File: src/rtl/fsync_pkg.sv
package fsync_pkg;

    localparam int FC_W = 3;

    localparam logic ADDR_CTRL = 1'b0;
    localparam logic ADDR_POS  = 1'b1;
    localparam int   EN_BIT    = 3;

    function automatic logic [FC_W-1:0] ivl_frames(input logic [2:0] code);
        case (code)
            3'b000:  return 3'd1;
            3'b001:  return 3'd2;
            3'b011:  return 3'd4;
            3'b101:  return 3'd6;
            default: return 3'd0;
        endcase
    endfunction

endpackage

File: src/rtl/fsync_cfg.sv
module fsync_cfg #(
    parameter int POS_W = 9
) (
    input  logic             clk,
    input  logic             rst_n,
    input  logic             cfg_wr,
    input  logic             cfg_addr,
    input  logic [POS_W-1:0] cfg_wdata,
    input  logic             frame_tick,
    output logic             en,
    output logic [2:0]       code_act,
    output logic [2:0]       code_nxt,
    output logic [POS_W-1:0] pos_act
);
    import fsync_pkg::*;

    typedef struct packed {
        logic             en;
        logic [2:0]       code_sh;
        logic [POS_W-1:0] pos_sh;
        logic [2:0]       code_act;
        logic [POS_W-1:0] pos_act;
    } cfg_st_t;

    cfg_st_t st_d, st_q;

    always_comb begin
        st_d = st_q;
        if (cfg_wr) begin
            if (cfg_addr == ADDR_CTRL) begin
                st_d.en      = cfg_wdata[EN_BIT];
                st_d.code_sh = cfg_wdata[2:0];
            end else begin
                st_d.pos_sh  = cfg_wdata;
            end
        end
        if (frame_tick) begin
            st_d.code_act = st_d.code_sh;
            st_d.pos_act  = st_d.pos_sh;
        end
    end

    always_ff @(posedge clk or negedge rst_n) begin
        if (!rst_n) st_q <= '0;
        else        st_q <= st_d;
    end

    assign en       = st_q.en;
    assign code_act = st_q.code_act;
    assign code_nxt = st_d.code_act;
    assign pos_act  = st_q.pos_act;


    act_hold_chk: assert property (@(posedge clk) disable iff (!rst_n)
        !frame_tick |=> ($stable(code_act) && $stable(pos_act)));

endmodule

File: src/rtl/fsync_line_ctr.sv
module fsync_line_ctr #(
    parameter int CNT_W = 9
) (
    input  logic             clk,
    input  logic             rst_n,
    input  logic             line_tick,
    input  logic             frame_tick,
    output logic [CNT_W-1:0] line_idx
);
    localparam logic [CNT_W-1:0] CNT_MAX = '1;

    typedef struct packed {
        logic [CNT_W-1:0] idx;
    } line_st_t;

    line_st_t st_d, st_q;

    always_comb begin
        st_d = st_q;
        if (frame_tick)
            st_d.idx = '0;
        else if (line_tick && (st_q.idx != CNT_MAX))
            st_d.idx = st_q.idx + 1'b1;
    end

    always_ff @(posedge clk or negedge rst_n) begin
        if (!rst_n) st_q <= '0;
        else        st_q <= st_d;
    end

    assign line_idx = st_q.idx;


    line_zero_chk: assert property (@(posedge clk) disable iff (!rst_n)
        frame_tick |=> (line_idx == '0));


    line_step_chk: assert property (@(posedge clk) disable iff (!rst_n)
        (line_tick && !frame_tick && (line_idx != CNT_MAX))
            |=> (line_idx == $past(line_idx) + 1'b1));

endmodule

File: src/rtl/fsync_frame_ctr.sv
module fsync_frame_ctr (
    input  logic                     clk,
    input  logic                     rst_n,
    input  logic                     en,
    input  logic                     frame_tick,
    input  logic [2:0]               code_nxt,
    output logic                     fresh,
    output logic [fsync_pkg::FC_W-1:0] fcnt
);
    import fsync_pkg::*;

    typedef struct packed {
        logic            fresh;
        logic [FC_W-1:0] cnt;
    } frm_st_t;

    frm_st_t st_d, st_q;
    logic [FC_W-1:0] period;
    logic [FC_W-1:0] cnt_inc;

    always_comb begin
        period  = ivl_frames(code_nxt);
        cnt_inc = st_q.cnt + 1'b1;
        st_d    = st_q;
        if (!en) begin
            st_d.fresh = 1'b1;
            st_d.cnt   = '0;
        end else if (frame_tick) begin
            if (st_q.fresh) begin
                st_d.fresh = 1'b0;
                st_d.cnt   = '0;
            end else if ((period == '0) || (cnt_inc >= period)) begin
                st_d.cnt   = '0;
            end else begin
                st_d.cnt   = cnt_inc;
            end
        end
    end

    always_ff @(posedge clk or negedge rst_n) begin
        if (!rst_n) st_q <= '{fresh: 1'b1, cnt: '0};
        else        st_q <= st_d;
    end

    assign fresh = st_q.fresh;
    assign fcnt  = st_q.cnt;


    fcnt_range_chk: assert property (@(posedge clk) disable iff (!rst_n)
        fcnt <= 3'd5);


    rearm_chk: assert property (@(posedge clk) disable iff (!rst_n)
        !en |=> fresh);

endmodule

File: src/rtl/frame_sync_gen.sv
module frame_sync_gen #(
    parameter int LINES = 376,
    parameter int POS_W = 9
) (
    input  logic             clk,
    input  logic             rst_n,
    input  logic             line_tick,
    input  logic             frame_tick,
    input  logic             cfg_wr,
    input  logic             cfg_addr,
    input  logic [POS_W-1:0] cfg_wdata,
    output logic             sync_pulse
);
    import fsync_pkg::*;

    localparam logic [POS_W:0] LINES_V = (POS_W+1)'(LINES);

    logic             en;
    logic [2:0]       code_act;
    logic [2:0]       code_nxt;
    logic [POS_W-1:0] pos_act;
    logic [POS_W-1:0] line_idx;
    logic             fresh;
    logic [FC_W-1:0]  fcnt;
    logic             pos_ok;
    logic             code_ok;

    fsync_cfg #(.POS_W(POS_W)) u_cfg (
        .clk        (clk),
        .rst_n      (rst_n),
        .cfg_wr     (cfg_wr),
        .cfg_addr   (cfg_addr),
        .cfg_wdata  (cfg_wdata),
        .frame_tick (frame_tick),
        .en         (en),
        .code_act   (code_act),
        .code_nxt   (code_nxt),
        .pos_act    (pos_act)
    );

    fsync_line_ctr #(.CNT_W(POS_W)) u_line (
        .clk        (clk),
        .rst_n      (rst_n),
        .line_tick  (line_tick),
        .frame_tick (frame_tick),
        .line_idx   (line_idx)
    );

    fsync_frame_ctr u_frame (
        .clk        (clk),
        .rst_n      (rst_n),
        .en         (en),
        .frame_tick (frame_tick),
        .code_nxt   (code_nxt),
        .fresh      (fresh),
        .fcnt       (fcnt)
    );

    always_comb begin
        pos_ok     = ({1'b0, pos_act} < LINES_V);
        code_ok    = (ivl_frames(code_act) != '0);
        sync_pulse = en && !fresh && (fcnt == '0) && code_ok && pos_ok
                     && (line_idx == pos_act);
    end


    pulse_off_chk: assert property (@(posedge clk) disable iff (!rst_n)
        (cfg_wr && (cfg_addr == ADDR_CTRL) && !cfg_wdata[EN_BIT]) |=> !sync_pulse);


    pulse_rise_chk: assert property (@(posedge clk) disable iff (!rst_n)
        $rose(sync_pulse) |-> $past(line_tick || frame_tick));


    pulse_hold_chk: assert property (@(posedge clk) disable iff (!rst_n)
        (sync_pulse && !line_tick && !frame_tick && !cfg_wr) |=> sync_pulse);

endmodule

File: config.mk
export PLATFORM = sky130hd
export DESIGN_NAME = frame_sync_gen
export DESIGN_NICKNAME = d
export VERILOG_FILES = /design/src/rtl/fsync_pkg.sv /design/src/rtl/fsync_cfg.sv /design/src/rtl/fsync_line_ctr.sv /design/src/rtl/fsync_frame_ctr.sv /design/src/rtl/frame_sync_gen.sv
export SDC_FILE = /design/constraint.sdc
export NUM_CORES = 1
export LEC_CHECK = 0
export BUFFER_PORTS_ARGS = -buffer_cell sky130_fd_sc_hd__buf_2
export CORE_MARGIN = 2
export CORE_UTILIZATION = 30
export CTS_CLUSTER_DIAMETER = 100
export DETAILED_ROUTE_END_ITERATION = 8
export PLACE_DENSITY_LB_ADDON = 0.25
export SYNTH_ARGS = -nofsm -noshare
export SYNTH_HDL_FRONTEND = slang
export SYNTH_SLANG_ARGS = --single-unit
File: constraint.sdc
create_clock -name clk -period 2.6 [get_ports clk]
set_input_delay 0 -clock clk [delete_from_list [all_inputs] [get_ports clk]]
set_output_delay 0 -clock clk [all_outputs]
set_load 0.01 [all_outputs]
# ---- After elaboration in Yosys (flattened, before gate mapping)
# Cells that the tools add are included.
dict set report totals {
  mem_count 0
  mem_bits_rw 0
  elab_cells 49
  latch_bits 0
  output_inout_bits 1
  ff_bits 38
  rom_bits 0
  inputBits 15
}
dict set report op_classes {
  order_cmp 2
  eq_ne 9
  div 0
  reduce_logical 15
  mux 12
  shifts 0
  add_sub_neg 2
  n_mul 0
  bitwise_logic 1
}
# op count
set op_table {}
lappend op_table {{$mux 9} 3}
lappend op_table {{$mux 12} 2}
lappend op_table {{$pmux 3 s4} 2}
lappend op_table {{$logic_not 3->1} 4}
lappend op_table {{$add 9x1->9 const B} 1}
lappend op_table {{$eq 9x9->1} 1}
lappend op_table {{$lt 9x9->1 const B} 1}
lappend op_table {{$mux 3} 3}
lappend op_table {{$ne 9x9->1 const B} 1}
lappend op_table {{$mux 4} 2}
lappend op_table {{$eq 3x1->1 const B} 2}
lappend op_table {{$eq 3x2->1 const B} 2}
lappend op_table {{$eq 3x3->1 const B} 2}
lappend op_table {{$logic_and 1x1->1} 6}
lappend op_table {{$add 3x1->3 const B} 1}
lappend op_table {{$ge 3x3->1} 1}
lappend op_table {{$reduce_bool 3->1} 1}
lappend op_table {{$ne 2x2->1 const B} 1}
lappend op_table {{$reduce_and 2->1} 1}
lappend op_table {{$reduce_bool 2->1} 1}
lappend op_table {{$logic_not 1->1} 1}
lappend op_table {{$logic_or 1x1->1} 1}
lappend op_table {{$not 1->1} 1}

# ---- Longest topological paths before layout
# Gate-level depths: netlist (run 1).
dict set report depth {
  word_depth 11
  ltp_mapped 10
  ltp_nobuf 9
}

# ---- Modules after synthesis
# Synthesis (run 1) repeated with hierarchy kept, for this count alone.
dict set report hier_totals {
  cells_unflattened 205
  hier_area_um2 2074.5
}
# module cells_each area_per_inst_um2 seq_area_each_um2 n_inst
set modules_own_cells {}
lappend modules_own_cells {fsync_cfg 110 1164.9 625.6 1}
lappend modules_own_cells {fsync_line_ctr 45 456.7 225.2 1}
lappend modules_own_cells {fsync_frame_ctr 31 302.8 101.3 1}
lappend modules_own_cells {frame_sync_gen 19 150.1 0.0 1}

# ---- Worst setup path after synthesis (run 1)
# No wires, ideal clock.
dict set report synth_path {
  kind {register -> register}
  start {reg u_cfg.st_q (netlist bit u_cfg.code_act[1])}
  end {reg u_frame.st_q (netlist bit u_frame.fcnt[2])}
  period_less_slack_ps 2297
  required_time_ps 2533
  setup_slack_ps 303
  stages_incl_launch_ff 10
  path_buffers 0
  t_arrival_ps 2230
  path_cell_list {dfrtp_1 and2b_1 a311oi_4 nand2_1 nor2_1 ha_1 or3b_2 a211oi_1 a32oi_1 nand2_1}
}
dict set report synth_via {
  elab_chain_len 9
  elab_cells_between_ends 13
}
# element line
set synth_rtl {}
lappend synth_rtl {{start, declared} fsync_cfg.sv:25} ;# cfg_st_t st_d, st_q;
lappend synth_rtl {{start signal, assigned} fsync_cfg.sv:45} ;# else st_q <= st_d;
lappend synth_rtl {{$mux 12 *} fsync_cfg.sv:37} ;# if (frame_tick) begin
lappend synth_rtl {{$eq 3x3->1 (tied with other cells)} fsync_pkg.sv:10} ;# case (code)
lappend synth_rtl {{$pmux 3 s4 *} fsync_pkg.sv:10}
lappend synth_rtl {{$ge 3x3->1 or $logic_not 3->1 (tied branches)} fsync_frame_ctr.sv:32} ;# end else if ((period == '0) || (cnt_inc >= period)) begin
lappend synth_rtl {{$logic_or 1x1->1 *} fsync_frame_ctr.sv:32}
lappend synth_rtl {{$mux 3 *} fsync_frame_ctr.sv:32}
lappend synth_rtl {{$mux 3 *} fsync_frame_ctr.sv:29} ;# if (st_q.fresh) begin
lappend synth_rtl {{$mux 4 *} fsync_frame_ctr.sv:28} ;# end else if (frame_tick) begin
lappend synth_rtl {{$mux 4 *} fsync_frame_ctr.sv:25} ;# if (!en) begin
lappend synth_rtl {{end signal, assigned} fsync_frame_ctr.sv:41} ;# if (!rst_n) st_q <= '{fresh: 1'b1, cnt: '0};
lappend synth_rtl {{end signal, assigned} fsync_frame_ctr.sv:42} ;# else st_q <= st_d;
lappend synth_rtl {{end, declared} fsync_frame_ctr.sv:17} ;# frm_st_t st_d, st_q;
# Mark *: on every way between the ends. The rest lies on a longest branch, timed or not. The select of a mux whose other input is x is not followed.
# A chain may end at the register's enable or synchronous reset.

# ---- Final worst setup path (run 1)
dict set report layout_path {
  start {in cfg_wdata[1]}
  end {reg u_frame.st_q (netlist bit u_frame.fcnt[2])}
}
dict set report layout_via {
  elab_chain_len 11
  elab_cells_between_ends 15
}
# element line
set layout_rtl {}
lappend layout_rtl {{start, declared} frame_sync_gen.sv:11} ;# input logic [POS_W-1:0] cfg_wdata,
lappend layout_rtl {{$mux 3 *} fsync_cfg.sv:30} ;# if (cfg_addr == ADDR_CTRL) begin
lappend layout_rtl {{$mux 12 *} fsync_cfg.sv:29} ;# if (cfg_wr) begin
lappend layout_rtl {{$mux 12 *} fsync_cfg.sv:37}
lappend layout_rtl {{$eq 3x3->1 (tied with other cells)} fsync_pkg.sv:10}
lappend layout_rtl {{$pmux 3 s4 *} fsync_pkg.sv:10}
lappend layout_rtl {{$ge 3x3->1 or $logic_not 3->1 (tied branches)} fsync_frame_ctr.sv:32}
lappend layout_rtl {{$logic_or 1x1->1 *} fsync_frame_ctr.sv:32}
lappend layout_rtl {{$mux 3 *} fsync_frame_ctr.sv:32}
lappend layout_rtl {{$mux 3 *} fsync_frame_ctr.sv:29}
lappend layout_rtl {{$mux 4 *} fsync_frame_ctr.sv:28}
lappend layout_rtl {{$mux 4 *} fsync_frame_ctr.sv:25}
# Marks and branches as above.

==> qor.yml, run 1 <==
logic_synthesis:
  synth-seq-cells: 38
  synth-edff-count: 0
  synth_fp_nets: 184
  syn_area_per_cell_um2: 12.0
  async_reset_ff_frac: 1.00
  synthesis.area_um2: 1950
  synthDistinctLibCells: 40
  yosysWarningCount: 0
  synth_ff_type: "dfrtp_1"
  synth_cells: 162
  ys_seq_area_frac: 0.489
final_layout:
  diodes: 0
  fin_area_um2: 2360
  area_growth_pct: 21.2
  final_nets: 219
  layout-drive-gt1-share: 0.288
  final_common_cell: "dfrtp_1"
  final_cell_mix: "37 x dfrtp_1, 21 x mux2_2, 15 x buf_2"
  fill_cells: 652
outcome:
  status: "complete, no violations"
pwr:
  p_sw_uw: 374
  internal_power_uw: 1090
  p_leak_uw: 0.00106
  clock_power_share: 0.340
  p_comb_frac: 0.173
  netSwitchingFraction: 0.256
  seq_power_share: 0.488
  p_per_area_nw_per_um2: 619
  power_uw: 1460
  peakVddDrop_mv: 0.358
timing:
  hold_viol_final: 0
  rsz0062_at_grt: "false"
  worst_pin_slew_ps: 863
  clock_skew_ps: 6.65
  max_freq_mhz: 418
  fin_ws_ps: 206
  layout_min_cycle_time_ps: 2390
  relSlewSlack: 0.425
  fin_hold_ws_ps: 53.7
  final_max_slew_viol_count: 0
  setup_tns_ps: 0
  setup_viol: 0
  fin_crit_sh: 0.921
worst_setup_path:
  crit_path_start_kind: "primary input"
  path_cells: "dlygate4sd3_1, buf_2, and4b_4, a311oi_4, buf_4, nand2_1, ha_1, or3b_2, a211oi_2, o2111ai_1, nand2_1"
  path_delay_family: "buffers and inverters"
  critical_path.most_common_cell: "nand2_1"
  cp.arrival_ps: 2620
  critPathBufInv: 3
  cp_slowest_cell: "dlygate4sd3_1"
  max_stage_delay_ps: 530
  criticalPathCategory: "in2reg"
  worstSetupEndpointType: "flip-flop"
  cp_data_required_time_ps: 2830
  crit_fanout: 7
clock_tree:
  clock_sinks: 38
  clk_latency_ps: 290
  clock_path_buffers: 2
  cts_buffers: 5
  tritoncts: "done"
  cts-root-buf: "clkbuf_8"
  htreeDepth: 2
  clk_pin_slew_ps: 70
routing:
  viasPerCell: 4.68
  vias: 1288
  avgRoutedWirePerCell_um: 13.9
  drt_iter0_markers: 47
  drtAntennaViolNets: 0
  wl_um: 3840
  drt_pre_antenna_iters: 4
  drc: 0
die:
  chipWidth_um: 84.5
  die_area_um2: 7150
  core-area_um2: 6310
  die_h_um: 84.5
  io_pins: 16
  start_util: 0.308
  row_count: 29
global_routing:
  grtUsageTotal: 0.115
  grt_pass1_wl_um: 6400
  grt_max_degree: 39
  antenna_found_initial: 0
  grt_overflow: 0
  grt_pass1_vias: 1257
placed_design:
  post-dp-hpwl_um: 2690
  io_buffer_count: 15
  place.gp.congestion: 0.750
  place_ws_ps: 212
  postPlaceCellArea_um2: 2150
worst_hold_path:
  hold_path.class: "in2reg"
run:
  drv_cap: 0
kinds of logic after synthesis:
family / after synthesis / share of synthesized area
simple gates: 47 / 0.141
flops: 38 / 0.489
mux: 24 / 0.137
compound gates: 18 / 0.0881
xor+xnor: 16 / 0.0720
buf+inv: 12 / 0.0277
fa+ha+maj: 7 / 0.0450
synthesized netlist by cell type (2+ instances only):
cell      instances  share of area
dfrtp_1          37           0.48
nor2_1           10          0.019
inv_1             8          0.015
nand3b_1          2         0.0077
nand4_1           6          0.019
xor2_1            7          0.032
and2_1            2         0.0064
and3_1            3         0.0096
nand2_1          10          0.019
xnor2_1           9          0.041
nor2b_1           4          0.013
mux2_2           21           0.12
a211o_1           2         0.0090
o21ai_0           3         0.0077
and4b_1           2          0.010
clkbuf_1          2         0.0039
mux2i_1           3          0.015
ha_1              7          0.045
and2b_1           2         0.0077
a311oi_4          2          0.027
metal layers:
metal / vias up / GRT usage / part of all wire
met3: 6 / 0.0433 / 0.037
met5: - / 0 / 0
met4: 0 / 0.0346 / 0.013
met1: 620 / 0.160 / 0.50
met2: 18 / 0.168 / 0.45
li1: 644 / - / -
worst paths after layout:
path,start,to,slack [ps],depth (start not counted)
max,cfg_wdata[1],u_frame.fcnt[2]$_DFFE_PN0P_,210,11
min in group asynchronous,rst_n,u_line.line_idx[7]$_DFFE_PN0P_,360,2
min,cfg_wr,u_cfg.st_q[21]$_DFF_PN0_,50,3
max reg2reg,u_cfg.code_act[1]$_DFF_PN0_,u_frame.fcnt[2]$_DFFE_PN0P_,230,9
min reg2reg,u_cfg.st_q[20]$_DFF_PN0_,u_cfg.st_q[20]$_DFF_PN0_,500,1
max in group asynchronous,rst_n,u_cfg.st_q[17]$_DFF_PN0_,1710,2
through the flow:
step | utilization | cells
after floorplan | - | 162
after global placement | 0.340 | 257
after detailed placement | 0.340 | 257
after CTS | 0.373 | 275
after global routing | 0.373 | 275
final | 0.373 | 275
registers in the layout, indices dropped and copies added, names as in the netlist:
register / cells
u_cfg.code_act: 3
u_cfg.en: 1
u_cfg.pos_act: 9
u_cfg.st_q: 12
u_frame.fcnt: 3
u_frame.fresh: 1
u_line.line_idx: 9
tightest hold or removal path: cells and delay by family:
family	cells	cell delay, ps
buffers and inverters	1	130
and+or+nand+nor	1	100
AOI/OAI and AO/OA	1	80
power groups by stage:
| stage | logic (µW) | registers [µW] | clock network, µW |
|---|---|---|---|
| 2_1_floorplan | 173 | 708 | 0 |
| 3_3_place_gp | 241 | 723 | 0 |
| 3_5_place_dp | 240 | 724 | 0 |
| 4_1_cts | 254 | 713 | 510 |
| 5_1_grt | 283 | 723 | 544 |
| 6_report | 252 | 712 | 496 |
timing repair:
| action | 4_1_cts | 5_1_grt |
|---|---|---|
| endpoints found under the setup margin | 0 | 1 |
| hold endpoints to repair | 47 | 0 |
| hold buffers | 10 | 0 |
| resized for setup | 0 | 1 |
| buffers inserted | 0 | 0 |
area by class of cell:
type                       count  area, µm²  share of cell area
sequential                    38        952               0.404
timing repair buffer          32        228              0.0966
multi-input combinational    112        945               0.401
clock buffer                   7       76.3              0.0324
tap                           77       96.3              0.0409
inverter                       8       30.0              0.0127
clock inverter                 1       30.0              0.0127
No activity file was read; power rests on OpenSTA's default activity.
==> inputs of run 2 (changes only) <==
- GPL_TIMING_DRIVEN: default -> 0
==> qor.yml, run 2 (synthesis results as in run 1) <==
final_layout:
  layout-drive-gt1-share: 0.299
  diodes: 0
  fill_cells: 665
  largest-register: "u_cfg.st_q"
  final-seq-area_um2: 952
  final_nets: 222
  largest_reg_flops: 12
  final_cell_mix: "37 x dfrtp_1, 21 x mux2_2, 16 x buf_2"
  instances_no_fill: 278
  utilization: 0.376
  area_growth_pct: 22.1
  final_common_cell: "dfrtp_1"
  multi_input_area_um2: 948
clock_tree:
  htreeDepth: 2
  tritoncts: "done"
  clk_pin_slew_ps: 80
  clock_sinks: 38
  clk_latency_ps: 280
  clock_path_buffers: 2
  cts_buffers: 5
  cts-root-buf: "clkbuf_8"
placed_design:
  io_buffer_count: 15
  place_ws_ps: 28.8
  dp.cells: 254
  post-dp-hpwl_um: 2670
  place.gp.congestion: 0.766
pwr:
  netSwitchingFraction: 0.252
  seq_power_share: 0.485
  p_comb_frac: 0.182
  internal_power_uw: 1100
  p_per_area_nw_per_um2: 618
  p_sw_uw: 369
  clock_power_share: 0.332
  p_leak_uw: 0.00107
  peakVddDrop_mv: 0.282
timing:
  layout_min_cycle_time_ps: 2440
  setup_tns_ps: 0
  worst_pin_slew_ps: 857
  max_freq_mhz: 409
  setup_viol: 0
  final_max_slew_viol_count: 0
  hold_viol_final: 0
  relSlewSlack: 0.429
  fin_ws_ps: 158
  rsz0062_at_grt: "false"
  fin_crit_sh: 0.939
  clock_skew_ps: 8.33
die:
  die_area_um2: 7150
  die_h_um: 84.5
  chipWidth_um: 84.5
  io_pins: 16
  start_util: 0.308
  core-area_um2: 6310
  row_count: 29
worst_setup_path:
  path_delay_family: "simple AND/OR/NAND/NOR gates"
  worstSetupEndpointType: "flip-flop"
  critPathBufInv: 0
  endpoint: "u_frame.fcnt[2]$_DFFE_PN0P_"
  worst_r2r_endpoint: "u_frame.fcnt[2]$_DFFE_PN0P_"
  path_cells: "and2b_1, a311oi_4, nand2_1, nor2_1, ha_1, or3b_2, a211oi_2, o2111ai_1, nand2_1"
  worst-path-stages: 9
  r2r_setup_slack_ps: 160
  crit_start: "u_cfg.code_act[1]$_DFF_PN0_"
  cp.arrival_ps: 2670
  cp_slowest_cell: "or3b_2"
  crit_fanout: 6
  cp_data_required_time_ps: 2830
  criticalPathCategory: "reg2reg"
  critical_path.most_common_cell: "nand2_1"
  rr_startpoint: "u_cfg.code_act[1]$_DFF_PN0_"
  worstRegToRegCells: 9
  max_stage_delay_ps: 510
  crit_path_start_kind: "flip-flop"
global_routing:
  grt_pass1_vias: 1343
  grt_max_degree: 39
  antenna_found_initial: 0
  grtUsageTotal: 0.113
  grt_pass1_wl_um: 6490
  grt_overflow: 0
routing:
  viasPerCell: 4.63
  avgRoutedWirePerCell_um: 13.5
  drtAntennaViolNets: 0
  vias: 1288
  drc: 0
  drt_iter0_markers: 49
  drt_pre_antenna_iters: 3
  wl_um: 3760
run:
  drv_cap: 0
outcome:
  status: "complete, no violations"
worst_hold_path:
  hold_path.class: "in2reg"
-- run 2: cell types whose count changed in the layout (fill, tap and decap cells not counted) --
cell           before  now
a21oi_1             1    0
a21oi_2             0    1
buf_2              15   16
buf_6               0    1
clkbuf_1            2    4
dlygate4sd3_1      10    9
-- run 2: power by group through the flow --
stage	Clock, µW	Sequential, µW	Combinational, µW
5_1_grt	534	722	297
3_5_place_dp	0	725	230
4_1_cts	507	713	242
6_report	487	712	268
2_1_floorplan	0	708	173
3_3_place_gp	0	723	227
-- run 2: worst min-delay path by stage --
stage / from / endpoint / slack, ps / cells past startpoint
3_5_place_dp: rst_n / u_cfg.st_q[21]$_DFF_PN0_ / 160 / 1
5_1_grt: cfg_wdata[0] / u_cfg.st_q[12]$_DFF_PN0_ / 20 / 2
2_1_floorplan: rst_n / u_cfg.code_act[0]$_DFF_PN0_ / -300 / 0
6_report: cfg_wdata[0] / u_cfg.st_q[12]$_DFF_PN0_ / 20 / 2
3_3_place_gp: rst_n / u_cfg.st_q[21]$_DFF_PN0_ / 170 / 1
4_1_cts: cfg_wdata[0] / u_cfg.st_q[12]$_DFF_PN0_ / 4 / 2
-- run 2: per-stage QoR --
step / power (µW) / hold slack (ps) / instance area, µm²
after floorplan: 882 / -296 / 1950
after global placement: 950 / 168 / 2120
after detailed placement: 955 / 165 / 2120
after CTS: 1460 / 4.34 / 2310
after global routing: 1550 / 19.4 / 2370
final: 1470 / 17.4 / 2370
-- run 2: area by class of cell --
cell class,count,area share
Clock inverter,1,0.0126
Sequential cell,38,0.401
Inverter,8,0.0126
Buffer,4,0.0100
Timing Repair Buffer,31,0.0917
Tap cell,77,0.0406
Clock buffer,7,0.0321
Multi-Input combinational cell,112,0.399
-- run 2: what timing repair did --
action,CTS,global route
hold endpoints to repair,47,0
hold buffers,9,0
gates resized for setup,0,2
buffers inserted,0,7
setup endpoints to repair,0,3
-- run 2: routing by layer --
| layer | GRT usage | vias to the layer above | wire length (µm) |
|---|---|---|---|
| met2 | 0.167 | 14 | 1660 |
| met5 | 0 | - | 0 |
| met4 | 0.0303 | 0 | 36 |
| met1 | 0.163 | 618 | 1960 |
| met3 | 0.0305 | 4 | 101 |
| li1 | - | 652 | - |
